### src/rtl/smt_iq_share_limiter.sv
module smt_iq_share_limiter #(
  parameter int THREADS  = 4,
  parameter int CAPACITY = 32,
  parameter int PCTW     = 7,
  localparam int TIDW    = (THREADS > 1) ? $clog2(THREADS) : 1,
  localparam int CW      = $clog2(CAPACITY + 1)
) (
  input  logic                  clk,
  input  logic                  rst_n,
  input  logic [1:0]            policy_sel,
  input  logic [PCTW-1:0]       thresh_pct,
  input  logic [THREADS-1:0]    active_mask,
  input  logic                  alloc_valid,
  input  logic [TIDW-1:0]       alloc_tid,
  input  logic                  rel_valid,
  input  logic [TIDW-1:0]       rel_tid,
  output logic [THREADS*CW-1:0] thr_free,
  output logic [THREADS-1:0]    thr_full,
  output logic [CW-1:0]         glob_free,
  output logic                  glob_full,
  output logic                  alloc_err
);

  localparam int NW = $clog2(THREADS + 1);
  localparam logic [1:0] POL_PART = 2'b01;
  localparam logic [1:0] POL_THR  = 2'b10;

  typedef logic [CW-1:0] cnt_t;

  cnt_t               cap_q [THREADS];
  cnt_t               occ_q [THREADS];
  cnt_t               cap_d [THREADS];
  cnt_t               total_q;
  logic [THREADS-1:0] prev_mask_q;
  logic               err_q;

  logic [NW-1:0]      act_cnt;
  logic               mask_chg;
  cnt_t               part_cap;
  cnt_t               reset_cap;
  logic [THREADS-1:0] a_hit, r_hit;
  logic               acc, rel_any;

  function automatic cnt_t base_cap(input logic [1:0] pol, input logic [PCTW-1:0] pct);
    int p;
    p = (int'(pct) > 100) ? 100 : int'(pct);
    case (pol)
      POL_PART: return cnt_t'(CAPACITY / THREADS);
      POL_THR:  return cnt_t'((CAPACITY * p) / 100);
      default:  return cnt_t'(CAPACITY);
    endcase
  endfunction

  assign reset_cap = base_cap(policy_sel, thresh_pct);
  assign mask_chg  = active_mask != prev_mask_q;

  always_comb begin
    act_cnt = '0;
    for (int t = 0; t < THREADS; t++) act_cnt = act_cnt + NW'(active_mask[t]);
  end

  assign part_cap = (act_cnt == '0) ? '0 : cnt_t'(CAPACITY / int'(act_cnt));

  always_comb begin
    for (int t = 0; t < THREADS; t++) begin
      cap_d[t] = cap_q[t];
      if (mask_chg && active_mask[t]) begin
        if (policy_sel == POL_PART) cap_d[t] = part_cap;
        else if (policy_sel == POL_THR && act_cnt == NW'(1)) cap_d[t] = cnt_t'(CAPACITY);
      end
    end
  end

  genvar g;
  generate
    for (g = 0; g < THREADS; g++) begin : g_thr
      assign thr_full[g]           = occ_q[g] >= cap_q[g];
      assign thr_free[g*CW +: CW]  = thr_full[g] ? '0 : cap_q[g] - occ_q[g];
      assign a_hit[g]              = alloc_valid && (alloc_tid == TIDW'(g));
      assign r_hit[g]              = rel_valid && (rel_tid == TIDW'(g)) && (occ_q[g] != '0);
    end
  endgenerate

  assign glob_free = cnt_t'(CAPACITY) - total_q;
  assign glob_full = glob_free == '0;
  assign acc       = |(a_hit & ~thr_full) && !glob_full;
  assign rel_any   = |r_hit;
  assign alloc_err = err_q;

  always_ff @(posedge clk) begin
    if (!rst_n) begin
      for (int t = 0; t < THREADS; t++) begin
        cap_q[t] <= reset_cap;
        occ_q[t] <= '0;
      end
      total_q     <= '0;
      prev_mask_q <= '0;
      err_q       <= 1'b0;
    end else begin
      for (int t = 0; t < THREADS; t++) begin
        cap_q[t] <= cap_d[t];
        occ_q[t] <= occ_q[t] + cnt_t'(acc && a_hit[t]) - cnt_t'(r_hit[t]);
      end
      total_q     <= total_q + cnt_t'(acc) - cnt_t'(rel_any);
      prev_mask_q <= active_mask;
      if (alloc_valid && !acc) err_q <= 1'b1;
    end
  end

  logic [31:0] occ_sum;
  always_comb begin
    occ_sum = '0;
    for (int t = 0; t < THREADS; t++) occ_sum = occ_sum + 32'(occ_q[t]);
  end

  p_sum_match_r10: assert property (@(posedge clk) disable iff (!rst_n)
    32'(total_q) == occ_sum);

  p_total_bound_r8: assert property (@(posedge clk) disable iff (!rst_n)
    32'(total_q) <= 32'(CAPACITY));

  p_err_sticky_r9: assert property (@(posedge clk) disable iff (!rst_n)
    alloc_err |=> alloc_err);

  p_full_reject_r9: assert property (@(posedge clk) disable iff (!rst_n)
    (alloc_valid && glob_full && !rel_valid) |=> (glob_full && alloc_err));

  generate
    for (g = 0; g < THREADS; g++) begin : g_chk
      p_no_evict_r11: assert property (@(posedge clk) disable iff (!rst_n)
        !(rel_valid && rel_tid == TIDW'(g)) |=> occ_q[g] >= $past(occ_q[g]));
      p_dyn_cap_r2: assert property (@(posedge clk) disable iff (!rst_n)
        (policy_sel == 2'b00) |-> cap_q[g] == cnt_t'(CAPACITY));
    end
  endgenerate

endmodule

### config.mk
export PLATFORM = sky130hd
export DESIGN_NAME = smt_iq_share_limiter
export DESIGN_NICKNAME = d
export VERILOG_FILES = /design/src/rtl/smt_iq_share_limiter.sv
export SDC_FILE = /design/constraint.sdc
export NUM_CORES = 1
export LEC_CHECK = 0
export BUFFER_PORTS_ARGS = -buffer_cell sky130_fd_sc_hd__buf_2
export CORE_ASPECT_RATIO = 1.1
export CORE_MARGIN = 2
export CORE_UTILIZATION = 49
export CTS_BUF_LIST = sky130_fd_sc_hd__clkbuf_4 sky130_fd_sc_hd__clkbuf_8
export DETAILED_ROUTE_END_ITERATION = 12
export GPL_TIMING_DRIVEN = 0
export PLACE_DENSITY = 0.68
export SKIP_LAST_GASP = 1
export SYNTH_ARGS = -nofsm -noshare
export SYNTH_HDL_FRONTEND = slang
export SYNTH_SLANG_ARGS = --single-unit
### constraint.sdc
create_clock -name clk -period 31.5 [get_ports clk]
set_clock_uncertainty 0.15 [all_clocks]
set_input_delay 6.3 -clock clk [delete_from_list [all_inputs] [get_ports clk]]
set_output_delay 6.3 -clock clk [all_outputs]
set_load 0.02 [all_outputs]
# Yosys cells after proc, flatten, opt, wreduce, memory -nomap -nowiden
# Memories as Yosys holds them, arrays and structs flattened.
# Cells that the tools add are included.
[op_classes] bitwise_logic=10 n_eq_ne=10 n_reduce_logical=35 add_sub_neg=18 n_lt_le_gt_ge=5 div=2 n_mux=29
[ops] op="$mux 6" n=25
[ops] op="$div 32x8->32 const B" n=1
[ops] op="$div 7x4->32 const A" n=1
[ops] op="$add 6x1->6" n=5
[ops] op="$sub 6x1->6" n=5
[ops] op="$ge 6x6->1" n=4
[ops] op="$reduce_bool 6->1" n=4
[ops] op="$sub 6x6->6" n=4
[ops] op="$logic_and 1x1->1" n=23
[ops] op="$pmux 6 s2" n=1
[ops] op="$eq 2x2->1 const B" n=5
[ops] op="$or 1x1->1" n=8
[ops] op="$reduce_or 4->1" n=2
[ops] op="$gt 7x7->1 const B" n=1
[ops] op="$mux 7" n=1
[ops] op="$eq 2x1->1 const B" n=3
[ops] op="$logic_not 6->1" n=1
[ops] op="$sub 6x6->6 const A" n=1
[ops] op="$and 4x4->4" n=1
[ops] op="$logic_not 2->1" n=2
[ops] op="$ne 4x4->1" n=1
[ops] op="$not 4->4" n=1
[ops] op="$add 2x1->3" n=1
[ops] op="$add 3x1->3" n=1
[ops] op="5 further kinds" n=7
[word_totals] in_bits=21 ram_bits=48 mem_count=2 register_bits=11
[mem_list] name="cap_q" depth=4 width=6 read_ports=4 rd_ports_with_merged_regs=0 write_ports=4 line_no="30" text="cnt_t cap_q [THREADS];"
[mem_list] name="occ_q" depth=4 width=6 read_ports=4 rd_ports_with_merged_regs=0 write_ports=4 line_no="31" text="cnt_t occ_q [THREADS];"

# Longest topological paths before layout
# Gate-level depths: netlist of the first run.
[logic_depth] word_depth=9 ltp_mapped=56 mapped_depth_nobuf=50

# Worst setup path after synthesis of the first run
# No wires, ideal clock.
[synth_timing] path_type="in2reg" start="input port active_mask[0]" end="memory cap_q[0][0] (netlist bit), data pin" setup_ns=0.281 path_buffers=6 arrival_time_ns=17.023 setup_slack_ns=14.045 stages=52 cell_sequence="inv_1 fa_1 inv_1 ha_1 inv_1 ha_1 buf_4 inv_1 ha_1 or3b_4 a221oi_4 xnor2_1 a21oi_2 or3_1 and3_1 buf_6 or4_1 buf_2 [16 not listed] nor2_1 ha_1 nor2_1 nor2_1 nor3_1 a32o_1 nand2_2 nand2b_1 o311ai_0 o21ai_0 ha_1 o21a_1 nor2_1 nand4_1 or2_1 or4_4 a221oi_2 a31oi_1"
[synth_rtl] element="start: declaration" line_no="12" text="input logic [THREADS-1:0] active_mask,"
[synth_rtl] element="end: declaration" line_no="30"

==> summary.md, run 1 <==
| Metric | Value |
|---|---|
| Synthesis-to-layout area growth | `8.05%` |
| Die W | `140 um` |
| Clk buf depth | `2` |
| Slowest CP cell | `o41ai_2` |
| Hold Vio Cnt, Final | `0` |
| RD Place Congestion | `1.00` |
| Port bufs | `54` |
| Hold_ws | `0.336 ns` |
| Startpoint Class | `input pin` |
| Antenna viol nets, final | `0` |
| Commonest non-fill, non-tap cells in the layout | `118 x nor2_1, 115 x nand2_1, 90 x ha_1` |
| Cell Area, Synth | `9940 um2` |
| Post-synth EDFFs | `24` |
| Worst-Margin Slew | `0.992 ns` |
| Syn_area_per_cell | `7.54 um2` |
| Cells after Synth | `1,319` |
| Total Wirelength | `29.5 mm` |
| Initial DRC Count | `858` |
| Max VDD drop | `0.0676 mV` |
| WS Path Type | `input pin to flip-flop` |
| Total number of vias | `10,300` |
| CTS tree | `built` |
| Post-Synthesis Net Count | `1,440` |
| CTS clk-pin slew, worst paths | `0.06 ns` |
| Core area | `19,900 um2` |
| Congestion Overflow GR | `0` |
| TritonCTS buffer count | `9` |
| Hold_buf cts | `0` |
| Layout Cells excl Fill | `1,640` |
| Htree depth | `3` |
| Die Y | `153 um` |
| Max cap viols | `0` |
| Achievable Freq | `0.0503 GHz` |
| Setup bufs post-CTS | `0` |
| NumNets Final | `1,505` |
| Outcome | `complete, no violations` |
| LEAKAGE | `4.41 nW` |
| Crit-path max cell delay | `0.85 ns` |
| CP Capture Type | `flip-flop` |
| Row cnt | `54` |
| FF+latch count, synth | `59` |
| CTS Root Cell | `clkbuf_8` |
| Hold Path Class | `flip-flop to flip-flop` |
| Number of global-route vias before repair | `9,756` |
| Die area | `21,400 um2` |
| Top-area cell type share of the netlist area | `11.3%` |
| CP max FO | `10` |
| Sequential share of the synthesized area | `14.3%` |
| Worst-skew pair later-pin latency | `0.34 ns` |
| Setup_tns | `0 ns` |
| Diode count | `0` |
| Slew Limit Fails | `0` |
| Largest net degree at the start of global routing | `16` |
| CP dominant cell by count | `nor2_1` |
| DRC Markers | `0` |
| Post-DR vias/cell | `6.30` |
| PD cells | `122 nW/um2` |
| Setup WS pre-CTS | `11.65 ns` |
| Slew headroom | `33.9%` |
| RSZ-0062 raised after global routing | `no` |
| Antenna violations before repair | `0` |
| Synth unique cells | `125` |
| Cell area after layout | `10,700 um2` |
| Initial Utilization | `50.1%` |
| Drt wl/cell | `18.0 um` |
| DP HPWL | `23.7 mm` |
| CP required | `31.37 ns` |
| Iteration count of the initial detailed-routing pass | `7` |
| Clk sinks | `59` |
| Placed cell areas | `10,500 um2` |
| Cells after DPL | `1,625` |
| Final Cycle Share | `63.1%` |
| Crit path arrival time | `19.75 ns` |
| Yosys top cell by area | `ha_1` |
| I/O pin count | `57` |
| Synth Flop Type | `dfxtp_1` |
| PnR worst setup slack | `11.62 ns` |
| Final setup fails | `0` |
| Post-synth ARST share | `0%` |
| Post-route minimum period | `19.88 ns` |
| All-Layer GR Usage | `27.0%` |
| First-pass GRT wire length | `48.5 mm` |
| Commonest non-fill, non-tap cell in the layout | `nor2_1` |
| YS warnings | `0` |
| Fillers | `1,939` |
| Synth area leaders | `ha_1 11%, edfxtp_1 7.2%, dfxtp_1 7.0%` |
| Layout cells sized above 1 | `11.2%` |
| Post-cts resize count | `0` |
metrics by stage:
stage	utilization, %	total power, mW
after floorplan	-	0.959
after global placement	53.0	1.20
after detailed placement	53.0	1.21
after CTS	54.1	1.29
after global routing	54.1	1.43
final	54.1	1.31
flip-flops by register name, summed over array words and instances, names as in the netlist:
register     count
total_q          6
cap_q           24
prev_mask_q      4
occ_q           24
alloc_err        1
final timing paths:
| kind | cells after the start | slack (ns) | start | to |
|---|---|---|---|---|
| setup / recovery | 50 | 11.62 | active_mask[0] | cap_q[3][0] |
| hold / removal | 2 | 0.34 | alloc_err | alloc_err |
| setup reg to reg | 24 | 26.80 | cap_q[1][0] | occ_q[1][5] |
| hold reg to reg | 2 | 0.34 | alloc_err | alloc_err |
synthesized netlist by cell type, types with 6 or more instances:
master / instances
mux2i_1: 9
or3_1: 21
nand3_1: 28
nor2b_1: 24
nand2b_1: 12
buf_6: 6
nor3_1: 41
o211a_1: 11
buf_2: 9
a31oi_1: 22
a41oi_1: 6
o21ai_1: 12
a22oi_1: 7
o21ai_0: 71
edfxtp_1: 24
nor2_1: 118
nor3b_1: 6
fa_1: 10
o31ai_1: 8
and2_1: 36
a211oi_1: 15
a21o_1: 35
dfxtp_1: 35
or2_1: 6
inv_1: 89
o21a_1: 14
nor4_1: 8
or2_2: 8
a21oi_1: 87
xor2_1: 24
nand4_1: 19
ha_1: 90
xnor2_1: 47
a21oi_2: 6
o22ai_1: 13
clkbuf_1: 23
o211ai_1: 14
and3_1: 18
nand2_1: 115
a21boi_0: 9
o21bai_1: 11
worst max-delay path: cells and delay by family:
kind | cells | cell delay [ns]
fa+ha+maj | 6 | 1.96
compound gates | 22 | 7.03
simple gates | 15 | 3.41
buf+inv | 7 | 1.00
cell type report:
| cell class | instances | area (um2) | area share [%] |
|---|---|---|---|
| plain buffers | 44 | 236 | 2.20 |
| clock buffers | 10 | 138 | 1.28 |
| clock inverters | 5 | 77.6 | 0.722 |
| inverters | 91 | 342 | 3.18 |
| multi-input cells | 1125 | 7940 | 73.9 |
| flip-flops and latches | 59 | 1420 | 13.2 |
| well taps | 252 | 315 | 2.94 |
| repair buffers | 54 | 270 | 2.52 |
layer usage:
| metal | up-vias | GRT usage [%] | part of all wire [%] | wire (um) |
|---|---|---|---|---|
| met5 | - | 0 | 0 | 0 |
| met4 | 0 | 8.90 | 2.7 | 796 |
| met3 | 67 | 2.41 | 5.6 | 1640 |
| met2 | 413 | 46.3 | 48 | 14000 |
| met1 | 4811 | 35.7 | 44 | 13000 |
| li1 | 5041 | - | - | - |
where the power goes:
part	internal, mW	total [mW]	leakage, nW	switching, mW
Combinational	0.416	1.13	3.76	0.711
Clock	0.0459	0.0758	0.108	0.0299
Sequential	0.0996	0.110	0.536	0.0104
kinds of logic after synthesis:
logic type | Yosys count | share of synthesized area (%)
adder cells (fa/ha/maj) | 100 | 13.3
AO/OA/AOI/OAI | 431 | 31.7
multiplexers | 12 | 1.25
XOR/XNOR | 72 | 6.48
buffers and inverters | 135 | 5.81
flip-flops | 59 | 14.3
AND/OR/NAND/NOR | 510 | 27.2
Note: power is estimated with default switching activity, not from simulation.
==> inputs of run 2 (changes only) <==
ABC_AREA = 1   (was default)
clock period = 19.01 ns   (was 31.5 ns; I/O delays follow)
==> summary.md, run 2 <==
| Metric | Value |
|---|---|
| Commonest non-fill, non-tap cell in the layout | `nand2_1` |
| YS warnings | `0 (unchanged)` |
| CP dominant cell by count | `nand2_1` |
| Largest net degree at the start of global routing | `14 (-2)` |
| Final setup fails | `0 (unchanged)` |
| Hold_buf cts | `0 (unchanged)` |
| Core area | `20,400 um2 (+2.9%)` |
| RD Place Congestion | `0.918 (-8.3%)` |
| Post-DR vias/cell | `5.22 (-17%)` |
| Startpoint Class | `input pin` |
| Die Y | `155 um (+0.81%)` |
| Commonest cells in the netlist | `372 x nand2_1, 275 x inv_1, 227 x nor2_1` |
| Row cnt | `55 (+1.9%)` |
| DRC Markers | `0 (unchanged)` |
| Hold Vio Cnt, Final | `0 (unchanged)` |
| Synth area leaders | `nand2_1 14%, ha_1 11%, inv_1 10%` |
| All-Layer GR Usage | `24.2% (-2.8 points)` |
| Final Cycle Share | `88.9%` |
| CTS Root Cell | `clkbuf_8` |
| Htree depth | `3 (unchanged)` |
| Cells after DPL | `1,957 (+20%)` |
| Final Util | `53.3% (-0.82 points)` |
| Synth Flop Type | `dfxtp_1` |
| Count leader, synth | `nand2_1` |
| CTS tree | `built` |
| Total Wirelength | `26.2 mm (-11%)` |
| RSZ-0062 raised after global routing | `no` |
| WS Path Type | `input pin to flip-flop` |
| Cell Area, Synth | `10,100 um2 (+1.7%)` |
| Post-Synthesis Net Count | `1,767 (+23%)` |
| Antenna viol nets, final | `0 (unchanged)` |
| FF+latch count, synth | `59 (unchanged)` |
| Crit-path max cell delay | `0.47 ns (-0.38 ns)` |
| CTS clk-pin slew, worst paths | `0.07 ns (about the same)` |
| Drt wl/cell | `13.3 um (-26%)` |
| Top flop regs | `cap_q: 24 flops, occ_q: 24 flops, total_q: 6 flops` |
| Post-cts resize count | `0 (unchanged)` |
| Yosys top cell by area | `nand2_1` |
| Die area | `21,800 um2 (+1.6%)` |
| Syn_area_per_cell | `6.14 um2 (-19%)` |
| Setup bufs post-CTS | `0 (unchanged)` |
| Iteration count of the initial detailed-routing pass | `5 (-2)` |
| Port bufs | `55 (+1.9%)` |
| Layout Cells excl Fill | `1,973 (+20%)` |
| DP HPWL | `22.2 mm (-6.6%)` |
| Clk sinks | `59 (unchanged)` |
| Slowest CP cell | `fa_1` |
| Slew Limit Fails | `0 (unchanged)` |
| Crit path arrival time | `16.79 ns (-2.96 ns)` |
| Achievable Freq | `0.0592 GHz` |
| Slew headroom | `54.0% (+20 points)` |
| Top-area cell type share of the netlist area | `13.8% (+2.5 points)` |
| Max cap viols | `0 (unchanged)` |
| Outcome | `complete, no violations` |
| Antenna violations before repair | `0 (unchanged)` |
| Setup_tns | `0 ns (unchanged)` |
| Clk buf depth | `2 (unchanged)` |
| Total number of vias | `10,300 (-0.23%)` |
| Post-synth EDFFs | `24 (unchanged)` |
| Die W | `141 um (+0.80%)` |
| Sequential share of the synthesized area | `14.1% (-0.23 points)` |
| Worst-skew pair later-pin latency | `0.34 ns (about the same)` |
| Hold Path Class | `flip-flop to flip-flop` |
| I/O pin count | `57 (unchanged)` |
| CP Capture Type | `flip-flop` |
| CP required | `18.89 ns (-12.48 ns)` |
| Layout cells sized above 1 | `12.9% (+1.6 points)` |
| CP max FO | `13 (+3)` |
| Initial DRC Count | `543 (-37%)` |
| Post-synth ARST share | `0% (unchanged)` |
| Congestion Overflow GR | `0 (unchanged)` |
| Worst-Margin Slew | `0.690 ns (-0.302 ns)` |
| First-pass GRT wire length | `44.5 mm (-8.3%)` |
| Commonest non-fill, non-tap cells in the layout | `372 x nand2_1, 275 x inv_1, 227 x nor2_1` |
| Synth unique cells | `64 (-49%)` |
| TritonCTS buffer count | `9 (unchanged)` |
| Cells after Synth | `1,646 (+25%)` |
| Number of global-route vias before repair | `9,694 (-0.64%)` |
| Synthesis-to-layout area growth | `7.71%` |
| Initial Utilization | `49.5% (-0.60 points)` |
| Diode count | `0 (unchanged)` |
| NumNets Final | `1,833 (+22%)` |
| Post-route minimum period | `16.90 ns` |
[run 2: cell types whose count changed after synthesis, sizes merged, moves of 16 or more]
cell	before	now
a21o	35	0
a21oi	94	74
a31oi	24	4
and2	37	1
and3	19	0
clkbuf	23	7
inv	90	289
nand2	118	415
nand3	29	130
nand4	20	46
nor2	119	256
nor2b	24	0
or3	21	1
xnor2	47	29
[run 2: layer usage]
layer	vias to the layer above	part of all wire [%]	GRT usage, %
li1	5456	-	-
met2	170	49	45.2
met4	0	1.7	5.24
met5	-	0	0
met3	30	2.7	1.80
met1	4652	46	30.4
[run 2: through the flow]
step / cell area [um2] / setup WS, ns / hold WS, ns
after CTS: 10900 / 2.23 / 0.324
after floorplan: 10100 / 4.30 / 0.409
after global placement: 10700 / 1.99 / 0.300
after detailed placement: 10700 / 1.92 / 0.303
after global routing: 10900 / 0.874 / 0.373
final: 10900 / 2.11 / 0.321
[run 2: critical path, delay by kind of cell]
kind | cells | cell delay, ns
and+or+nand+nor | 55 | 7.18
buffers and inverters | 17 | 2.00
adders and majority gates | 6 | 1.88
AOI/OAI and AO/OA | 7 | 1.87
[run 2: final timing paths]
kind / startpoint / end / slack (ns) / cells after the start
hold / removal: alloc_err / alloc_err / 0.32 / 2
hold reg to reg: alloc_err / alloc_err / 0.32 / 2
setup reg to reg: cap_q[0][0] / occ_q[1][4] / 14.84 / 28
setup / recovery: active_mask[0] / cap_q[2][0] / 2.11 / 85
[run 2: logic make-up after synthesis]
| kind of cell | share of synthesized area (%) |
|---|---|
| AND/OR/NAND/NOR | 43.0 |
| buffers and inverters | 12.8 |
| AO/OA/AOI/OAI | 11.4 |
| adder cells (fa/ha/maj) | 13.1 |
| XOR/XNOR | 5.53 |
| flip-flops | 14.1 |
[run 2: layout make-up]
type	instances	area, um2
repair buffers	55	275
well taps	256	320
multi-input cells	1270	7390
clock buffers	14	174
fillers	2140	9550
plain buffers	22	184
flip-flops and latches	59	1420
clock inverters	2	10.0
inverters	295	1110
Power of run 2 is left out: the tool's default activity adds up to more than one toggle a clock period on the data nets, which glitch-free logic cannot reach.
